[config.mk]
export PLATFORM = sky130hd
export DESIGN_NAME = mtrap_vec_unit
export DESIGN_NICKNAME = d
export VERILOG_FILES = /design/src/rtl/mtv_pkg.sv /design/src/rtl/mtv_rst_sync.sv /design/src/rtl/mtv_csr.sv /design/src/rtl/mtv_target.sv /design/src/rtl/mtv_out_reg.sv /design/src/rtl/mtrap_vec_unit.sv
export SDC_FILE = /design/constraint.sdc
export NUM_CORES = 1
export LEC_CHECK = 0
export BUFFER_PORTS_ARGS = -buffer_cell sky130_fd_sc_hd__buf_2
export CAP_MARGIN = 20
export CORE_MARGIN = 4
export CORE_UTILIZATION = 40
export CTS_CLUSTER_SIZE = 12
export DETAILED_ROUTE_END_ITERATION = 8
export GPL_TIMING_DRIVEN = 0
export PLACE_DENSITY = 0.67
export SLEW_MARGIN = 10
export SYNTH_ARGS = -nofsm -noshare
export SYNTH_HDL_FRONTEND = slang
export SYNTH_SLANG_ARGS = --single-unit
[constraint.sdc]
create_clock -name clk_i -period 2.7 [get_ports clk_i]
set_clock_uncertainty 0.05 [all_clocks]
set_input_delay 0.135 -clock clk_i [delete_from_list [all_inputs] [get_ports clk_i]]
set_output_delay 0.135 -clock clk_i [all_outputs]
set_load 0.1 [all_outputs]
[src/rtl/mtv_pkg.sv]
package mtv_pkg;
  typedef enum logic [1:0] {
    MODE_DIRECT   = 2'd0,
    MODE_VECTORED = 2'd1
  } tvec_mode_e;

  function automatic logic mode_is_legal(input logic [1:0] m);
    return (m == MODE_DIRECT) || (m == MODE_VECTORED);
  endfunction
endpackage

[src/rtl/mtv_rst_sync.sv]
module mtv_rst_sync (
  input  logic clk_i,
  input  logic rst_ni,
  output logic rst_sync_no
);
  logic [1:0] sync_q;

  always_ff @(posedge clk_i or negedge rst_ni) begin
    if (!rst_ni) sync_q <= 2'b00;
    else         sync_q <= {sync_q[0], 1'b1};
  end

  assign rst_sync_no = sync_q[1];
endmodule

[src/rtl/mtv_csr.sv]
module mtv_csr
  import mtv_pkg::*;
#(
  parameter int unsigned XLEN = 32,
  parameter logic [XLEN-1:0] RESET_VEC = '0
) (
  input  logic            clk_i,
  input  logic            rst_ni,
  input  logic            we_i,
  input  logic [XLEN-1:0] wdata_i,
  output logic [XLEN-3:0] base_o,
  output tvec_mode_e      mode_o,
  output logic [XLEN-1:0] rdata_o
);
  logic [XLEN-3:0] base_q, base_d;
  tvec_mode_e      mode_q, mode_d;

  always_comb begin
    base_d = base_q;
    mode_d = mode_q;
    if (we_i) begin
      base_d = wdata_i[XLEN-1:2];
      if (mode_is_legal(wdata_i[1:0])) mode_d = tvec_mode_e'(wdata_i[1:0]);
    end
  end

  always_ff @(posedge clk_i or negedge rst_ni) begin
    if (!rst_ni) begin
      base_q <= RESET_VEC[XLEN-1:2];
      mode_q <= MODE_DIRECT;
    end else if (we_i) begin
      base_q <= base_d;
      mode_q <= mode_d;
    end
  end

  assign base_o  = base_q;
  assign mode_o  = mode_q;
  assign rdata_o = {base_q, mode_q};

  AST_WARL_KEEP: assert property (@(posedge clk_i) disable iff (!rst_ni)
    (we_i && wdata_i[1]) |=> (mode_q == $past(mode_q)));
  AST_BASE_LOAD: assert property (@(posedge clk_i) disable iff (!rst_ni)
    we_i |=> (base_q == $past(wdata_i[XLEN-1:2])));
  AST_MODE_LEGAL: assert property (@(posedge clk_i) disable iff (!rst_ni)
    mode_q[1] == 1'b0);
endmodule

[src/rtl/mtv_target.sv]
module mtv_target
  import mtv_pkg::*;
#(
  parameter int unsigned XLEN    = 32,
  parameter int unsigned CAUSE_W = 6
) (
  input  logic [XLEN-3:0]    base_i,
  input  tvec_mode_e         mode_i,
  input  logic               irq_i,
  input  logic [CAUSE_W-1:0] code_i,
  output logic [XLEN-1:0]    pc_o,
  output logic [XLEN-1:0]    cause_o
);
  localparam int unsigned OFS_PAD   = XLEN - CAUSE_W - 2;
  localparam int unsigned CAUSE_PAD = XLEN - CAUSE_W - 1;

  logic [XLEN-1:0] base_addr;
  logic [XLEN-1:0] offset;
  logic            use_offset;

  always_comb begin
    base_addr  = {base_i, 2'b00};
    use_offset = irq_i && (mode_i == MODE_VECTORED);
    offset     = use_offset ? {{OFS_PAD{1'b0}}, code_i, 2'b00} : '0;
    pc_o       = base_addr + offset;
    cause_o    = {irq_i, {CAUSE_PAD{1'b0}}, code_i};
  end
endmodule

[src/rtl/mtv_out_reg.sv]
module mtv_out_reg #(
  parameter int unsigned XLEN = 32
) (
  input  logic            clk_i,
  input  logic            rst_ni,
  input  logic            en_i,
  input  logic [XLEN-1:0] pc_i,
  input  logic [XLEN-1:0] cause_i,
  output logic            valid_o,
  output logic [XLEN-1:0] pc_o,
  output logic [XLEN-1:0] cause_o
);
  logic            valid_q;
  logic [XLEN-1:0] pc_q, cause_q;

  always_ff @(posedge clk_i or negedge rst_ni) begin
    if (!rst_ni) valid_q <= 1'b0;
    else         valid_q <= en_i;
  end

  always_ff @(posedge clk_i or negedge rst_ni) begin
    if (!rst_ni) begin
      pc_q    <= '0;
      cause_q <= '0;
    end else if (en_i) begin
      pc_q    <= pc_i;
      cause_q <= cause_i;
    end
  end

  assign valid_o = valid_q;
  assign pc_o    = pc_q;
  assign cause_o = cause_q;

  AST_VALID_FOLLOW: assert property (@(posedge clk_i) disable iff (!rst_ni)
    en_i |=> valid_q);
  AST_VALID_DROP: assert property (@(posedge clk_i) disable iff (!rst_ni)
    !en_i |=> !valid_q);
  AST_OUT_HOLD: assert property (@(posedge clk_i) disable iff (!rst_ni)
    !en_i |=> ($stable(pc_q) && $stable(cause_q)));
endmodule

[src/rtl/mtrap_vec_unit.sv]
module mtrap_vec_unit
  import mtv_pkg::*;
#(
  parameter int unsigned XLEN    = 32,
  parameter int unsigned CAUSE_W = 6,
  parameter logic [XLEN-1:0] RESET_VEC = 'h8000_0100
) (
  input  logic               clk_i,
  input  logic               rst_ni,
  input  logic               csr_we_i,
  input  logic [XLEN-1:0]    csr_wdata_i,
  output logic [XLEN-1:0]    csr_rdata_o,
  input  logic               trap_req_i,
  input  logic               trap_irq_i,
  input  logic [CAUSE_W-1:0] trap_code_i,
  output logic               tgt_valid_o,
  output logic [XLEN-1:0]    tgt_pc_o,
  output logic [XLEN-1:0]    tgt_cause_o
);
  logic            rst_n;
  logic [XLEN-3:0] base;
  tvec_mode_e      mode;
  logic [XLEN-1:0] next_pc, next_cause;

  mtv_rst_sync u_rst (
    .clk_i(clk_i), .rst_ni(rst_ni), .rst_sync_no(rst_n)
  );

  mtv_csr #(.XLEN(XLEN), .RESET_VEC(RESET_VEC)) u_csr (
    .clk_i(clk_i), .rst_ni(rst_n), .we_i(csr_we_i), .wdata_i(csr_wdata_i),
    .base_o(base), .mode_o(mode), .rdata_o(csr_rdata_o)
  );

  mtv_target #(.XLEN(XLEN), .CAUSE_W(CAUSE_W)) u_tgt (
    .base_i(base), .mode_i(mode), .irq_i(trap_irq_i), .code_i(trap_code_i),
    .pc_o(next_pc), .cause_o(next_cause)
  );

  mtv_out_reg #(.XLEN(XLEN)) u_out (
    .clk_i(clk_i), .rst_ni(rst_n), .en_i(trap_req_i),
    .pc_i(next_pc), .cause_i(next_cause),
    .valid_o(tgt_valid_o), .pc_o(tgt_pc_o), .cause_o(tgt_cause_o)
  );

  AST_EXC_TO_BASE: assert property (@(posedge clk_i) disable iff (!rst_n)
    (trap_req_i && !trap_irq_i) |=> (tgt_pc_o[XLEN-1:2] == $past(csr_rdata_o[XLEN-1:2])));
  AST_DIRECT_TO_BASE: assert property (@(posedge clk_i) disable iff (!rst_n)
    (trap_req_i && (csr_rdata_o[1:0] == 2'd0)) |=> (tgt_pc_o[XLEN-1:2] == $past(csr_rdata_o[XLEN-1:2])));
  AST_IRQ_STRIDE: assert property (@(posedge clk_i) disable iff (!rst_n)
    (trap_req_i && trap_irq_i && (csr_rdata_o[1:0] == 2'd1)) |=>
      ((tgt_pc_o - {$past(csr_rdata_o[XLEN-1:2]), 2'b00}) >> 2 == XLEN'($past(trap_code_i))));
  AST_CAUSE_FLAG: assert property (@(posedge clk_i) disable iff (!rst_n)
    trap_req_i |=> (tgt_cause_o[XLEN-1] == $past(trap_irq_i)));
  AST_PC_ALIGN: assert property (@(posedge clk_i) disable iff (!rst_n)
    tgt_valid_o |-> (tgt_pc_o[1:0] == 2'b00));
endmodule

==> flow_metrics.env, run 1 <==
export IMPL_cts_buffers_inserted=9
export IMPL_wl_per_cell_um=15.27
export IMPL_path_class="reg2reg"
export IMPL_multi_input_area_mm2=0.001658
export IMPL_start_kind="flip-flop"
export IMPL_clkPwrFrac_pct=21.6
export IMPL_rsz0062_at_grt="yes"
export IMPL_synthesis_area_mm2=0.003576
export IMPL_leakage_nw=2.377
export IMPL_critical_path_required_ns=2.87
export IMPL_layout_drive_gt1_share_pct=42.29
export IMPL_power_switching_mw=1.886
export IMPL_p_sw_share_pct=48.54
export IMPL_finalCriticalPeriod_ns=2.601
export IMPL_cts_tree="yes"
export IMPL_htree_levels=3
export IMPL_coreArea_mm2=0.008721
export IMPL_synth_warnings=0
export IMPL_seqPwrFrac_pct=34.1
export IMPL_setup_viol=0
export IMPL_yosys_cell_types_count=42
export IMPL_outcome="finished, final reports clean"
export IMPL_clk_pin_slew_ns=0.08
export IMPL_syn_to_final_growth_pct=43.28
export IMPL_synth_area_leaders="dfrtp_1 49%, mux2_2 13%, buf_4 5.7%"
export IMPL_synthArstFlopShare_pct=100.0
export IMPL_antenna_found_initial=0
export IMPL_track_usage_pct=18.62
export IMPL_cts_root_buffer="clkbuf_8"
export IMPL_grt_max_degree=43
export IMPL_drv_cap=0
export IMPL_ys_flop_type="dfrtp_1"
export IMPL_wl_met3_um=841
export IMPL_vias_per_cell=4.787
export IMPL_max_freq_ghz=0.3845
export IMPL_ir_drop_mv=0.4645
export IMPL_rows=34
export IMPL_grt_overflow=0
export IMPL_cpPeakStageDelay_ns=0.42
export IMPL_arrival_ns=2.77
export IMPL_timing_hold_ws_ns=0.03502
export IMPL_io_buffers=111
export IMPL_min_path_type="in2reg"
export IMPL_register_area_mm2=0.001810
export IMPL_critPathMaxFanout=6
export IMPL_worstMarginPinSlew_ns=0.7021
export IMPL_drc=0
export IMPL_antenna_cells=0
export IMPL_slew_headroom_pct=53.20
export IMPL_dr_wl_met2_um=4587
export IMPL_gp_congestion=0.7727
export IMPL_synth_top_area_cell="dfrtp_1"
export IMPL_worst_slack_ns=0.09928
export IMPL_drt_total_wl_um=9664
export IMPL_clk_latency_ns=0.33
export IMPL_die_y_um=102.6
export IMPL_slew_violations=0
export IMPL_power_per_cell_area_mw_per_mm2=758.4
export IMPL_initial_utilization_pct=41.00
export IMPL_synth_cells=325
export IMPL_worst_setup_path_end_kind="flip-flop"
export IMPL_die_x_um=102.6
export IMPL_cts_sinks=72
export IMPL_synth_top_area_share_pct=48.99
export IMPL_vias=3030
export IMPL_power_internal_mw=2.000
export IMPL_crit_slowest_cell="dfrtp_2"
export IMPL_drt_iter0_markers=114
export IMPL_grt_pass1_wl_um=15240
export IMPL_routed_top_layer="met4"
export IMPL_final_common_cell="buf_2"
export IMPL_postLayoutCellArea_mm2=0.005124
export IMPL_total_power_mw=3.886
export IMPL_layout_common_cells="111 x buf_2, 67 x dfrtp_1, 39 x mux2_2, 39 x dlygate4sd3_1, 33 x buf_4"
export IMPL_crit_chain="and3b_2 > and2_4 > ha_4 > inv_2 > fa_2 > nand2b_4 > a21oi_4 > buf_8 > nor2_1 > xnor2_1 > mux2_4"
export IMPL_placed_cell_area_mm2=0.004428
export IMPL_nets=570
export IMPL_fillCellCount=745
export IMPL_grt_pass1_vias=3112
export IMPL_wl_met1_um=4143
export IMPL_crit_family="simple AND/OR/NAND/NOR gates"
export IMPL_combPwrFrac_pct=44.3
export IMPL_place_ws_ns=-0.04047
export IMPL_finalHoldViolations=0
export IMPL_die_area_mm2=0.01052
export IMPL_fin_crit_sh_pct=96.32
export IMPL_clockBufferDepth=2
export IMPL_crit_buf_inv=2
export IMPL_io_pins=140
export IMPL_final_antenna_net_count=0
export IMPL_synth_seq_cells=72
export IMPL_firstDrtPassIters=6
export IMPL_dp_hpwl_um=6961
export IMPL_avgSynthCellArea_um2=11.00
export IMPL_synth_edf_count=0
export IMPL_yosysSeqAreaShare_pct=50.45
==> synth_stat cells, types with 3 or more instances <==
library cell  count
dfrtp_1          70
mux2_2           40
nor2_1           29
buf_4            27
a21oi_1          23
xor2_1           17
clkbuf_1         12
o21ai_0          12
nand2_1          10
nand3_1          10
inv_1             8
xnor2_1           7
and2_1            6
ha_1              6
o211ai_1          6
nand4_1           5
a31oi_1           4
nand2b_1          3
or3_1             3
==> kinds of logic (layout without fill, tap and decap cells) <==
kind of cell	Yosys count	in the layout	share of synthesized area (%)
DFF	72	72	50.45
adders and majority gates	7	7	2.659
AOI/OAI and AO/OA	53	53	8.993
buffers and inverters	48	222	7.872
muxes	41	41	12.88
xor gates and xnor gates	24	24	5.878
other	2	28	0.2100
and+or+nand+nor	78	78	11.06
==> sequential cells by signal, indices dropped and copies added, names as in the netlist <==
name	cells
u_csr.base_o	30
u_out.pc_o	30
u_out.cause_o	7
u_csr.mode_o	2
u_rst.sync_q	2
u_out.valid_o	1
==> path summary, 6_finish.rpt <==
kind / startpoint / end / slack (ns) / cells after the start
max in group asynchronous: u_rst.sync_q[1] / u_csr.base_o[29] / 1.78 / 1
worst min register to register: u_rst.sync_q[1] / u_csr.base_o[4] / 0.20 / 0
worst min-delay path: trap_code_i[1] / u_out.cause_o[1] / 0.04 / 2
worst max register to register: u_csr.mode_o[1] / u_out.pc_o[8] / 0.1 / 11
worst max-delay path: u_csr.mode_o[1] / u_out.pc_o[8] / 0.1 / 11
min in group asynchronous: rst_ni / u_rst.sync_q[1] / 0.05 / 2
==> final cells by class <==
class                      count  share of cell area (%)
clock buffer                  13                   2.906
multi-input combinational    231                   32.36
sequential                    72                   35.34
inverter                       8                  0.5861
tap                          108                   2.637
clock inverter                 3                  0.8303
timing repair buffer         158                   20.22
buffer                        40                   5.128
==> per-stage QoR <==
stage / instances / TNS [ns] / utilization [%]
global route: 633 / -0.2124 / 58.75
CTS: 626 / 0 / 57.53
finish: 633 / 0 / 58.75
detailed placement: 571 / -0.07159 / 50.77
floorplan: 351 / -0.09465 / -
global placement: 570 / -20.08 / 50.50
==> worst reg2reg max path: stages, from the launching register on <==
cell      delay (ns)
dfrtp_2         0.42
and3b_2         0.31
and2_4          0.17
ha_4            0.12
inv_2           0.04
fa_2            0.35
nand2b_4        0.17
a21oi_4         0.24
buf_8           0.16
nor2_1          0.05
xnor2_1         0.15
mux2_4          0.25
==> metal layers <==
metal / up-vias / track usage (%)
met4: 0 / 5.045
met2: 122 / 30.98
met3: 11 / 5.142
met5: - / 0
met1: 1443 / 23.99
li1: 1454 / -
==> power groups by stage <==
stage / Clock (mW) / Combinational [mW] / Sequential, mW
after floorplan: 0 / 0.447 / 2.28
after global placement: 0 / 1.63 / 1.35
after detailed placement: 0 / 1.66 / 1.35
after CTS: 0.861 / 1.70 / 1.33
after global routing: 0.915 / 1.79 / 1.35
final: 0.840 / 1.72 / 1.32
==> what timing repair did <==
action,4_1_cts,5_1_grt
gates resized for setup,2,8
cloned,0,1
endpoints found under the setup margin,4,14
buffers inserted,0,6
hold endpoints to repair,40,0
hold buffers,39,0
pin swaps,0,12
(Power assumes the default switching activity.)
==> run 2, diff against run 1 <==
==> constraint.sdc (replaced) <==
create_clock -name clk_i -period 3.3 [get_ports clk_i]
set_clock_uncertainty 0.05 [all_clocks]
set_input_delay 0.165 -clock clk_i [delete_from_list [all_inputs] [get_ports clk_i]]
set_output_delay 0.165 -clock clk_i [all_outputs]
set_load 0.1 [all_outputs]
==> run 2 against run 1 <==
  * Die area unchanged
  * Clock power is 24% lower
  * Sequential power is 18% lower
  * Largest cell class unchanged
  * Largest power group unchanged
  * Highest routed layer unchanged
==> flow_metrics.env, run 2 (synthesis results as in run 1) <==
export IMPL_layout_common_cells="111 x buf_2, 69 x dfrtp_1, 40 x mux2_2, 33 x dlygate4sd3_1, 29 x nor2_1"
export IMPL_fin_crit_sh_pct=86.56
export IMPL_worst_slack_ns=0.4435
export IMPL_ir_drop_mv=0.5257
export IMPL_min_path_type="in2reg"
export IMPL_rows=34
export IMPL_leakage_nw=2.287
export IMPL_place_ws_ns=0.3024
export IMPL_worstReg2RegStart="u_csr.mode_o[1]"
export IMPL_max_freq_ghz=0.3501
export IMPL_critPathMaxFanout=6
export IMPL_drv_cap=0
export IMPL_final_common_cell="buf_2"
export IMPL_worst_setup_path_end_kind="flip-flop"
export IMPL_cts_sinks=72
export IMPL_die_x_um=102.6
export IMPL_htree_levels=3
export IMPL_dp_cells=571
export IMPL_hold_start="csr_wdata_i[9]"
export IMPL_coreArea_mm2=0.008721
export IMPL_clk_pin_slew_ns=0.08
export IMPL_firstDrtPassIters=4
export IMPL_final_antenna_net_count=0
export IMPL_fin_cells=620
export IMPL_syn_to_final_growth_pct=37.16
export IMPL_routed_top_layer="met4"
export IMPL_grt_overflow=0
export IMPL_finalHoldViolations=0
export IMPL_initial_utilization_pct=41.00
export IMPL_die_y_um=102.6
export IMPL_rsz0062_at_grt="no"
export IMPL_track_usage_pct=18.36
export IMPL_layout_drive_gt1_share_pct=40.23
export IMPL_slew_violations=0
export IMPL_grt_pass1_vias=2963
export IMPL_drt_total_wl_um=9367
export IMPL_setup_viol=0
export IMPL_drt_iter0_markers=93
export IMPL_cts_setup_buffers=0
export IMPL_drc=0
export IMPL_worst_hold_path_endpoint="u_csr.base_o[7]"
export IMPL_slew_headroom_pct=57.26
export IMPL_vias=2914
export IMPL_cts_tree="yes"
export IMPL_clk_latency_ns=0.35
export IMPL_finalCriticalPeriod_ns=2.856
export IMPL_path_class="reg2reg"
export IMPL_reg2reg_slack_ns=0.44
export IMPL_power_per_cell_area_mw_per_mm2=630.6
export IMPL_nets=557
export IMPL_clockBufferDepth=2
export IMPL_wl_met3_um=777
export IMPL_outcome="finished, final reports clean"
export IMPL_grt_max_degree=50
export IMPL_cts_root_buffer="clkbuf_8"
export IMPL_reg2reg_depth=10
export IMPL_total_power_mw=3.093
export IMPL_critical_path_required_ns=3.52
export IMPL_antenna_cells=0
export IMPL_cts_buffers_inserted=9
export IMPL_antenna_found_initial=0
export IMPL_wl_per_cell_um=15.11
export IMPL_timing_hold_ws_ns=0.01477
export IMPL_postLayoutCellArea_mm2=0.004905
export IMPL_dr_wl_met2_um=4578
export IMPL_fin_setup_tns_ns=0
export IMPL_io_buffers=111
export IMPL_die_area_mm2=0.01052
export IMPL_wl_met1_um=3901
export IMPL_hold_depth=2
export IMPL_vias_per_cell=4.700
export IMPL_gp_congestion=0.7559
export IMPL_start_kind="flip-flop"
export IMPL_placed_cell_area_mm2=0.004395
export IMPL_final_core_util_pct=56.24
export IMPL_grt_pass1_wl_um=14790
export IMPL_arrival_ns=3.08
export IMPL_dp_hpwl_um=6727
export IMPL_io_pins=140
export IMPL_worstReg2RegEnd="u_out.pc_o[28]"
export IMPL_worstMarginPinSlew_ns=0.6411
[run 2: cell type report]
class / count / area, um2
repair buffers: 145 / 913.4
flip-flops and latches: 72 / 1808
plain buffers: 40 / 252.7
well taps: 108 / 135.1
fillers: 775 / 3816
inverters: 8 / 30.03
multi-input cells: 231 / 1588
clock inverters: 7 / 53.80
clock buffers: 9 / 123.9
[run 2: worst max-delay path by stage]
stage | start | end | slack [ns] | depth (start not counted)
2_1_floorplan | u_csr.mode_o[0] | u_out.pc_o[24] | 0.11 | 11
3_3_place_gp | u_rst.sync_q[1] | u_out.pc_o[9] | 0.28 | 0
3_5_place_dp | u_csr.mode_o[1] | u_out.pc_o[24] | 0.30 | 11
4_1_cts | u_csr.mode_o[1] | u_out.pc_o[24] | 0.28 | 11
5_1_grt | u_csr.mode_o[1] | u_out.pc_o[30] | 0.14 | 10
6_report | u_csr.mode_o[1] | u_out.pc_o[28] | 0.44 | 10
[run 2: power breakdown]
group | leakage [nW] | switching (mW) | internal (mW) | total [mW]
logic | 1.37 | 1.12 | 0.255 | 1.37
clock network | 0.0822 | 0.359 | 0.278 | 0.636
registers | 0.832 | 0.0919 | 0.989 | 1.08
[run 2: what timing repair did]
| item | CTS | global route |
|---|---|---|
| hold endpoints to repair | 33 | 1 |
| endpoints found under the setup margin | 0 | 1 |
| hold buffers | 32 | 1 |
| resized for setup | 0 | 2 |
[run 2: critical path, stage by stage (launching register included)]
cell and delay (ns):
dfrtp_1 0.40, and3b_1 0.34, and2_1 0.16, ha_1 0.20, inv_1 0.07, fa_1 0.38, nand2b_1 0.18, a21oi_1 0.17
o21ai_0 0.25, or3_1 0.41, a31oi_1 0.16
[run 2: per-layer routing]
| layer | GRT usage, % | up-vias |
|---|---|---|
| met3 | 5.345 | 10 |
| met2 | 30.44 | 115 |
| met1 | 23.58 | 1353 |
| met5 | 0 | - |
| met4 | 4.945 | 0 |
| li1 | - | 1436 |
==> run 3, diff against run 2 <==
--- a/config.mk
+++ b/config.mk
@@ -7,12 +7,13 @@
 export LEC_CHECK = 0
 export BUFFER_PORTS_ARGS = -buffer_cell sky130_fd_sc_hd__buf_2
 export CAP_MARGIN = 20
+export CORE_ASPECT_RATIO = 0.7
 export CORE_MARGIN = 4
-export CORE_UTILIZATION = 40
+export CORE_UTILIZATION = 53
 export CTS_CLUSTER_SIZE = 12
 export DETAILED_ROUTE_END_ITERATION = 8
 export GPL_TIMING_DRIVEN = 0
-export PLACE_DENSITY = 0.67
+export PLACE_DENSITY = 0.85
 export SLEW_MARGIN = 10
 export SYNTH_ARGS = -nofsm -noshare
 export SYNTH_HDL_FRONTEND = slang
==> run 3 against run 2 <==
  * Count of clock-buffer cells in the layout is 3 higher
  * Fmax is 1.8% lower
  * Worst hold slack better by 0.0053 ns
  * Utilization is 21 points higher
  * Via count is 2.6% higher
  * Global-route usage is 6.3 points higher
  * Design area is 0.23% higher
  * First-iteration DRC count is 110% higher
  * Flip-flop and latch count stayed put
  * Routed wire length is 2.9% higher
==> flow_metrics.env, run 3 (synthesis results as in run 1) <==
export IMPL_antenna_found_initial=0
export IMPL_finalCriticalPeriod_ns=2.910
export IMPL_cts_tree="yes"
export IMPL_drv_cap=0
export IMPL_dp_hpwl_um=6772
export IMPL_gp_congestion=0.8067
export IMPL_grt_max_degree=65
export IMPL_seqPwrFrac_pct=32.9
export IMPL_reg2reg_depth=10
export IMPL_drt_total_wl_um=9642
export IMPL_clkPwrFrac_pct=24.9
export IMPL_critical_path_required_ns=3.52
export IMPL_fillCellCount=466
export IMPL_htree_levels=3
export IMPL_fin_crit_sh_pct=88.18
export IMPL_cts_buffers_inserted=9
export IMPL_slew_headroom_pct=54.72
export IMPL_p_sw_share_pct=47.20
export IMPL_min_path_type="in2reg"
export IMPL_power_switching_mw=1.547
export IMPL_fin_setup_tns_ns=0
export IMPL_track_usage_pct=24.65
export IMPL_setup_viol=0
export IMPL_die_y_um=76.73
export IMPL_layout_drive_gt1_share_pct=40.47
export IMPL_path_class="reg2reg"
export IMPL_worstReg2RegStart="u_csr.mode_o[1]"
export IMPL_cts_setup_buffers=0
export IMPL_final_common_cell="buf_2"
export IMPL_timing_hold_ws_ns=0.02004
export IMPL_slew_violations=0
export IMPL_leakage_nw=2.307
export IMPL_power_per_cell_area_mw_per_mm2=666.6
export IMPL_outcome="finished, final reports clean"
export IMPL_drt_iter0_markers=194
export IMPL_nets=554
export IMPL_layout_common_cells="111 x buf_2, 69 x dfrtp_1, 40 x mux2_2, 30 x dlygate4sd3_1, 29 x nor2_1"
export IMPL_cts_sinks=72
export IMPL_syn_to_final_growth_pct=37.47
export IMPL_worstMarginPinSlew_ns=0.6792
export IMPL_rows=24
export IMPL_clk_pin_slew_ns=0.08
export IMPL_hold_start="csr_wdata_i[20]"
export IMPL_grt_pass1_wl_um=15750
export IMPL_reg2reg_slack_ns=0.39
export IMPL_die_x_um=106.2
export IMPL_ir_drop_mv=0.4313
export IMPL_grt_pass1_vias=3147
export IMPL_rsz0062_at_grt="no"
export IMPL_worst_hold_path_endpoint="u_csr.base_o[18]"
export IMPL_arrival_ns=3.13
export IMPL_clk_latency_ns=0.35
export IMPL_critPathMaxFanout=6
export IMPL_vias=2989
export IMPL_io_buffers=111
export IMPL_start_kind="flip-flop"
export IMPL_firstDrtPassIters=4
export IMPL_max_freq_ghz=0.3436
export IMPL_initial_utilization_pct=55.91
export IMPL_worstReg2RegEnd="u_out.pc_o[28]"
export IMPL_vias_per_cell=4.982
export IMPL_final_antenna_net_count=0
export IMPL_combPwrFrac_pct=42.2
export IMPL_die_area_mm2=0.008146
export IMPL_wl_per_cell_um=16.07
export IMPL_grt_overflow=0
export IMPL_finalHoldViolations=0
export IMPL_power_internal_mw=1.730
export IMPL_cts_root_buffer="clkbuf_8"
export IMPL_drc=0
export IMPL_hold_depth=2
export IMPL_clockBufferDepth=2
export IMPL_antenna_cells=0
export IMPL_worst_setup_path_end_kind="flip-flop"
export IMPL_io_pins=140
export IMPL_coreArea_mm2=0.006396
==> run 3: cell count changes in the layout (fill, tap and decap cells not counted), sizes merged <==
cell / change
clkbuf: +3
dlygate4sd3: -3
bufinv: +2
clkinv: -2
inv: -2
clkinvlp: -1
==> run 3: layer usage <==
layer / routed length [um] / part of all wire (%) / GRT usage, %
met3: 821 / 8.5 / 8.389
met2: 4695 / 49 / 41.34
met5: 0 / 0 / 0
met4: 145 / 1.5 / 6.210
met1: 3980 / 41 / 30.70
==> run 3: area by class of cell <==
class,instances,area [um2],share of cell area (%)
clock buffer,12,165.2,3.360
timing repair buffer,142,883.3,17.97
buffer,40,252.7,5.141
tap,91,113.9,2.316
clock inverter,4,75.07,1.527
inverter,8,30.03,0.6108
multi-input combinational,231,1588,32.30
sequential,72,1808,36.78
==> run 3: worst max path at each step <==
stage,from,to,slack (ns)
floorplan,u_csr.mode_o[0],u_out.pc_o[24],0.11
global placement,u_rst.sync_q[1],u_out.pc_o[10],0.35
detailed placement,u_csr.mode_o[1],u_out.pc_o[22],0.30
CTS,u_csr.mode_o[1],u_out.pc_o[22],0.28
global route,u_csr.mode_o[1],u_out.pc_o[28],0.14
finish,u_csr.mode_o[1],u_out.pc_o[28],0.39
==> run 3: metrics by stage <==
| stage | utilization [%] | cell area, um2 | cells | worst slack (ns) | total power, mW |
|---|---|---|---|---|---|
| floorplan | - | 3674 | 351 | 0.1146 | 2.221 |
| global placement | 67.90 | 4343 | 553 | 0.3537 | 2.418 |
| detailed placement | 68.39 | 4374 | 554 | 0.2998 | 2.444 |
| CTS | 76.68 | 4905 | 599 | 0.2786 | 3.288 |
| global route | 76.86 | 4916 | 600 | 0.1364 | 3.406 |
| finish | 76.86 | 4916 | 600 | 0.3901 | 3.277 |
==> run 3: worst max-delay path: stages (launching register included) <==
cell	delay [ns]
dfrtp_1	0.40
and3b_1	0.34
and2_1	0.16
ha_1	0.20
inv_1	0.07
fa_1	0.39
nand2b_1	0.17
a21oi_1	0.20
o21ai_0	0.26
or3_1	0.43
a31oi_1	0.17
==> run 3: power groups by stage <==
stage          Sequential, mW  Combinational (mW)  Clock [mW]
2_1_floorplan            1.86               0.358           0
3_3_place_gp             1.10                1.32           0
3_5_place_dp             1.09                1.35           0
4_1_cts                  1.08                1.38       0.831
5_1_grt                  1.10                1.44       0.876
6_report                 1.08                1.38       0.816
==> run 3: repair_timing <==
item / CTS / global route
hold endpoints to repair: 30 / 1
gates resized for setup: 0 / 2
endpoints found under the setup margin: 0 / 2
hold buffers: 29 / 1
